$ cat config.mk
export PLATFORM = sky130hd
export DESIGN_NAME = tso_dma_reqgen
export DESIGN_NICKNAME = d
export VERILOG_FILES = /design/src/rtl/tso_pkg.sv /design/src/rtl/tso_desc_latch.sv /design/src/rtl/tso_cursor.sv /design/src/rtl/tso_slice_calc.sv /design/src/rtl/tso_dma_reqgen.sv
export SDC_FILE = /design/constraint.sdc
export NUM_CORES = 1
export LEC_CHECK = 0
export BUFFER_PORTS_ARGS = -buffer_cell sky130_fd_sc_hd__buf_4
export CAP_MARGIN = 30
export CORE_MARGIN = 2
export CORE_UTILIZATION = 56
export CTS_CLUSTER_DIAMETER = 50
export CTS_CLUSTER_SIZE = 25
export DETAILED_ROUTE_END_ITERATION = 12
export PLACE_DENSITY_LB_ADDON = 0.25
export SETUP_SLACK_MARGIN = 0.5
export SYNTH_ARGS = -nofsm -noshare
export SYNTH_HDL_FRONTEND = slang
export SYNTH_SLANG_ARGS = --single-unit
$ cat constraint.sdc
create_clock -name clk_i -period 4.7 [get_ports clk_i]
set_clock_uncertainty 0.1 [all_clocks]
set_input_delay 0.47 -clock clk_i [delete_from_list [all_inputs] [get_ports clk_i]]
set_output_delay 0.47 -clock clk_i [all_outputs]
set_load 0.005 [all_outputs]
$ cat src/rtl/tso_pkg.sv
package tso_pkg;
  typedef enum logic [1:0] {
    ST_IDLE = 2'd0,
    ST_HDR  = 2'd1,
    ST_PAY  = 2'd2
  } tso_state_e;
endpackage

$ cat src/rtl/tso_desc_latch.sv
module tso_desc_latch #(
  parameter int unsigned ADDR_W      = 40,
  parameter int unsigned HLEN_W      = 8,
  parameter int unsigned LEN_W       = 17,
  parameter int unsigned MTU_W       = 14,
  parameter int unsigned DEFAULT_MTU = 1500
) (
  input  logic              clk_i,
  input  logic              rst_ni,
  input  logic              load_i,
  input  logic [ADDR_W-1:0] hdr_addr_i,
  input  logic [HLEN_W-1:0] hdr_len_i,
  input  logic [ADDR_W-1:0] pay_addr_i,
  input  logic [LEN_W-1:0]  pay_len_i,
  input  logic [MTU_W-1:0]  mtu_i,
  output logic [ADDR_W-1:0] hdr_addr_o,
  output logic [HLEN_W-1:0] hdr_len_o,
  output logic [ADDR_W-1:0] pay_addr_o,
  output logic [MTU_W-1:0]  cap_o,
  output logic              pay_zero_o
);
  localparam logic [MTU_W-1:0] MTU_DEF = MTU_W'(DEFAULT_MTU);

  logic [MTU_W-1:0] mtu_eff;
  assign mtu_eff = (mtu_i == '0) ? MTU_DEF : mtu_i;

  always_ff @(posedge clk_i or negedge rst_ni) begin
    if (!rst_ni) begin
      hdr_addr_o <= '0;
      hdr_len_o  <= '0;
      pay_addr_o <= '0;
      cap_o      <= '0;
      pay_zero_o <= 1'b1;
    end else if (load_i) begin
      hdr_addr_o <= hdr_addr_i;
      hdr_len_o  <= hdr_len_i;
      pay_addr_o <= pay_addr_i;
      cap_o      <= mtu_eff - MTU_W'(hdr_len_i);
      pay_zero_o <= (pay_len_i == '0);
    end
  end
endmodule

$ cat src/rtl/tso_cursor.sv
module tso_cursor #(
  parameter int unsigned LEN_W = 17
) (
  input  logic             clk_i,
  input  logic             rst_ni,
  input  logic             load_i,
  input  logic [LEN_W-1:0] len_i,
  input  logic             step_i,
  input  logic [LEN_W-1:0] step_len_i,
  output logic [LEN_W-1:0] off_o,
  output logic [LEN_W-1:0] rem_o
);
  always_ff @(posedge clk_i or negedge rst_ni) begin
    if (!rst_ni) begin
      off_o <= '0;
      rem_o <= '0;
    end else if (load_i) begin
      off_o <= '0;
      rem_o <= len_i;
    end else if (step_i) begin
      off_o <= off_o + step_len_i;
      rem_o <= rem_o - step_len_i;
    end
  end
endmodule

$ cat src/rtl/tso_slice_calc.sv
module tso_slice_calc #(
  parameter int unsigned LEN_W = 17,
  parameter int unsigned MTU_W = 14
) (
  input  logic [LEN_W-1:0] rem_i,
  input  logic [MTU_W-1:0] cap_i,
  output logic [MTU_W-1:0] slice_o,
  output logic             last_o
);
  logic [LEN_W-1:0] cap_ext;
  assign cap_ext = LEN_W'(cap_i);
  assign last_o  = (rem_i <= cap_ext);
  // remainder fits MTU_W whenever it is the final slice
  assign slice_o = last_o ? rem_i[MTU_W-1:0] : cap_i;
endmodule

$ cat src/rtl/tso_dma_reqgen.sv
module tso_dma_reqgen #(
  parameter int unsigned ADDR_W      = 40,
  parameter int unsigned HLEN_W      = 8,
  parameter int unsigned LEN_W       = 17,
  parameter int unsigned MTU_W       = 14,
  parameter int unsigned DEFAULT_MTU = 1500
) (
  input  logic              clk_i,
  input  logic              rst_ni,
  input  logic              desc_valid_i,
  output logic              desc_ready_o,
  input  logic [ADDR_W-1:0] desc_hdr_addr_i,
  input  logic [HLEN_W-1:0] desc_hdr_len_i,
  input  logic [ADDR_W-1:0] desc_pay_addr_i,
  input  logic [LEN_W-1:0]  desc_pay_len_i,
  input  logic [MTU_W-1:0]  desc_mtu_i,
  output logic              req_valid_o,
  input  logic              req_ready_i,
  output logic [ADDR_W-1:0] req_addr_o,
  output logic [MTU_W-1:0]  req_len_o,
  output logic              req_is_hdr_o,
  output logic [LEN_W-1:0]  pkt_offset_o,
  output logic              pkt_last_o,
  output logic              req_last_o
);
  import tso_pkg::*;

  tso_state_e state_q, state_d;

  logic              load, hs, step;
  logic [ADDR_W-1:0] hdr_addr, pay_addr;
  logic [HLEN_W-1:0] hdr_len;
  logic [MTU_W-1:0]  cap, slice;
  logic              pay_zero, slice_last;
  logic [LEN_W-1:0]  off, rem;

  assign desc_ready_o = (state_q == ST_IDLE);
  assign load         = desc_valid_i && desc_ready_o;
  assign req_valid_o  = (state_q != ST_IDLE);
  assign hs           = req_valid_o && req_ready_i;
  assign step         = hs && (state_q == ST_PAY);

  tso_desc_latch #(
    .ADDR_W(ADDR_W), .HLEN_W(HLEN_W), .LEN_W(LEN_W),
    .MTU_W(MTU_W), .DEFAULT_MTU(DEFAULT_MTU)
  ) u_desc (
    .clk_i      (clk_i),
    .rst_ni     (rst_ni),
    .load_i     (load),
    .hdr_addr_i (desc_hdr_addr_i),
    .hdr_len_i  (desc_hdr_len_i),
    .pay_addr_i (desc_pay_addr_i),
    .pay_len_i  (desc_pay_len_i),
    .mtu_i      (desc_mtu_i),
    .hdr_addr_o (hdr_addr),
    .hdr_len_o  (hdr_len),
    .pay_addr_o (pay_addr),
    .cap_o      (cap),
    .pay_zero_o (pay_zero)
  );

  tso_cursor #(.LEN_W(LEN_W)) u_cursor (
    .clk_i      (clk_i),
    .rst_ni     (rst_ni),
    .load_i     (load),
    .len_i      (desc_pay_len_i),
    .step_i     (step),
    .step_len_i (LEN_W'(slice)),
    .off_o      (off),
    .rem_o      (rem)
  );

  tso_slice_calc #(.LEN_W(LEN_W), .MTU_W(MTU_W)) u_slice (
    .rem_i   (rem),
    .cap_i   (cap),
    .slice_o (slice),
    .last_o  (slice_last)
  );

  always_comb begin
    state_d = state_q;
    unique case (state_q)
      ST_IDLE: if (load) state_d = ST_HDR;
      ST_HDR:  if (hs)   state_d = pay_zero ? ST_IDLE : ST_PAY;
      ST_PAY:  if (hs)   state_d = slice_last ? ST_IDLE : ST_HDR;
      default:           state_d = ST_IDLE;
    endcase
  end

  always_ff @(posedge clk_i or negedge rst_ni) begin
    if (!rst_ni) state_q <= ST_IDLE;
    else         state_q <= state_d;
  end

  assign req_is_hdr_o = (state_q == ST_HDR);
  assign req_addr_o   = req_is_hdr_o ? hdr_addr : (pay_addr + ADDR_W'(off));
  assign req_len_o    = req_is_hdr_o ? MTU_W'(hdr_len) : slice;
  assign pkt_offset_o = off;
  assign pkt_last_o   = req_valid_o && slice_last;
  assign req_last_o   = (state_q == ST_PAY && slice_last) ||
                        (state_q == ST_HDR && pay_zero);
endmodule

==> results_dict.tcl <==
set metrics [dict create \
    syn2layout_area_growth_pct 30.8 \
    rsz0062_at_grt "yes" \
    ir_drop_v 0.000438 \
    layout-drive-gt1-share 0.256 \
    hold_class "in2reg" \
    hpwlAfterDp_mm 19.5 \
    cap_violations 0 \
    clock_sinks 139 \
    cts_inserted_buffers 17 \
    clockPowerShare 0.138 \
    synthTopCellsByArea "dfrtp_1 (36%), nand2_1 (14%), ha_1 (9.0%), o21ai_0 (4.5%), xnor2_1 (2.9%)" \
    antenna_found_initial 0 \
    ys_types 68 \
    outcome "finished clean" \
    drt_iter0_markers 776 \
    seq_area_um2 3490 \
    syn_area_um2 9460 \
    synthArstFlopShare 1.00 \
    drt-pass1-iter-count 6 \
    grt_max_degree 83 \
    start_util 0.573 \
    vias 9329 \
    synth_flop_cell "dfrtp_1" \
    netlist_instances 1182 \
    core_area_um2 16500 \
    max_freq_mhz 230 \
    grt_pass1_wl_mm 43.7 \
    fillCellCount 1194 \
    antennaDiodeCount 0 \
    intPower_mw 5.65 \
    p_seq_frac 0.225 \
    cts.path.max_buffers 2 \
    routed_via_density 5.72 \
    io_pins 199 \
    root_buffer "clkbuf_16" \
    power.share.switching 0.450 \
    critPathKind "reg2reg" \
    htree_levels 4 \
    ys_seq_area_frac 0.368 \
    clk_pin_slew_ps 60 \
    postPlaceCellArea_um2 11100 \
    port_buffers 198 \
    worstHoldStart "desc_pay_addr_i[35]" \
    routed_wl_mm 28.6 \
    cts_tree "built" \
    cp_data_required_time_ps 4900 \
    ys_warn_count 0 \
    min_period_over_period 0.923 \
    routedWlPerCell_um 17.6 \
    finalSetupViolCount 0 \
    slew_headroom 0.338 \
    multi_input_area_um2 5890 \
    insertion_delay_ps 430 \
    ys_ff_latch 139 \
    nNetsFinal 1592 \
    final_max_slew_viol_count 0 \
    cellLeakagePower_nw 6.16 \
    startpoint "u_desc.cap_o[2]" \
    cp-end-kind "flop" \
    dieHeight_um 134 \
    finalHoldViolCount 0 \
    final_area_um2 12400 \
    critPathMaxFanout 7 \
    yosysMostFrequentCell "nand2_1" \
    synth.largest_area_cell "dfrtp_1" \
    dieArea_um2 18000 \
    fin_cells 1630 \
    tns_ps 0 \
    place_congestion 0.934 \
    antenna_left 0 \
    drc 0 \
    rows 47 \
    grt_overflow_total 0 \
    grt_pass1_vias 8726 \
    die_w_um 134 \
    synth_edf_count 0 \
    cp.arrival_ps 4540 \
    r2r-start "u_desc.cap_o[2]" \
    placed_cells 1560 \
    power_frac_comb 0.637 \
    synth_area_per_cell_um2 8.00 \
    synthesis.nets 1377 \
    power_switching_mw 4.63 \
    start_kind "flop" \
    power.density_nw_per_um2 831 \
    min_period_ps 4340 \
    grt.total_usage 0.307 \
    synthTopCellsByCount "nand2_1 (347), dfrtp_1 (138), o21ai_0 (86)" \
    synth_top_area_share 0.365 \
    tightest_slew_ps 990 \
]
per-stage QoR:
| stage | hold slack (ps) | utilization | power (mW) | setup slack [ps] |
|---|---|---|---|---|
| 2_1_floorplan | 74.4 | - | 5.82 | 617 |
| 3_3_place_gp | 357 | 0.672 | 7.62 | 268 |
| 3_5_place_dp | 359 | 0.673 | 7.78 | 112 |
| 4_1_cts | 113 | 0.725 | 9.59 | 406 |
| 5_1_grt | 123 | 0.749 | 11.0 | 234 |
| 6_report | 129 | 0.749 | 10.3 | 360 |
worst max-delay path, cell delays in order (launching register included):
cell and delay (ps):
dfrtp_1 410, inv_2 100, ha_4 200, a21o_1 150
a21o_1 160, a21oi_2 160, o21ai_1 90, a221o_1 420
nand2_4 190, mux2i_4 330, ha_4 240, nor2b_4 130
o31a_1 270, o311a_1 360, o31ai_4 290, a31o_4 220
o21bai_1 70, a221o_1 320
logic make-up after synthesis:
group,synth area share
compound gates,0.169
xor+xnor,0.0574
fa+ha+maj,0.0984
buf+inv,0.0458
flops,0.368
mux,0.0214
simple gates,0.240
routing by layer:
metal / GRT usage / vias up / share of wire
li1: - / 4442 / -
met1: 0.424 / 4438 / 0.43
met2: 0.495 / 385 / 0.47
met3: 0.0639 / 64 / 0.070
met4: 0.0833 / 0 / 0.023
met5: 0 / - / 0
power by group through the flow:
stage / sequential [mW] / clock (mW) / combinational, mW
2_1_floorplan: 2.11 / 0 / 3.70
3_3_place_gp: 2.25 / 0 / 5.36
3_5_place_dp: 2.27 / 0 / 5.51
4_1_cts: 2.27 / 1.43 / 5.89
5_1_grt: 2.36 / 1.48 / 7.14
6_report: 2.31 / 1.42 / 6.55
path summary, 6_finish.rpt:
path	to	slack [ps]	cells after the start
max in group asynchronous	u_cursor.rem_o[1]	2940	3
setup / recovery	u_cursor.rem_o[14]	360	17
min in group asynchronous	u_cursor.rem_o[12]	520	2
hold reg to reg	u_desc.hdr_addr_o[5]	370	2
setup reg to reg	u_cursor.rem_o[14]	360	17
hold / removal	u_desc.pay_addr_o[35]	130	3
cells in the final DEF (no fill, tap or decap), drive strengths merged, types with 4 or more instances in the layout:
master	instances
xor2	31
o31a	4
and2	4
o21a	7
dfrtp	138
a21boi	5
nor2	68
nand2	348
clkbuf	23
mux2i	15
a22oi	7
a221o	7
a31oi	7
nor2b	11
inv	57
o21bai	5
o221ai	4
nor3	15
xnor2	31
fa	4
o21ai	102
or2	5
nor4	10
ha	68
nand2b	19
o31ai	6
buf	247
a211oi	7
a21oi	54
nand4	12
a21o	22
nand3	23
mux2	4
what timing repair did:
action | 4_1_cts | 5_1_grt
endpoints found under the hold margin | 60 | 0
endpoints found under the setup margin | 15 | 18
resized for setup | 25 | 53
pin swaps | 17 | 25
gates cloned | 0 | 0
setup buffers | 13 | 24
hold buffers | 1 | 0
final cells by class:
class	count	share of cell area
Multi-Input combinational cell	935	0.476
Sequential cell	139	0.282
Timing Repair Buffer	248	0.153
Clock buffer	23	0.0386
Tap cell	220	0.0222
Inverter	56	0.0170
Clock inverter	9	0.0110
flip-flops by register name, indices dropped and copies added (netlist names):
name	count
u_desc.hdr_addr_o	40
u_cursor.rem_o	17
u_desc.cap_o	14
u_desc.hdr_len_o	8
u_cursor.off_o	17
state_q	2
u_desc.pay_zero_o	1
u_desc.pay_addr_o	40
Power figures use the tool's default switching activity.
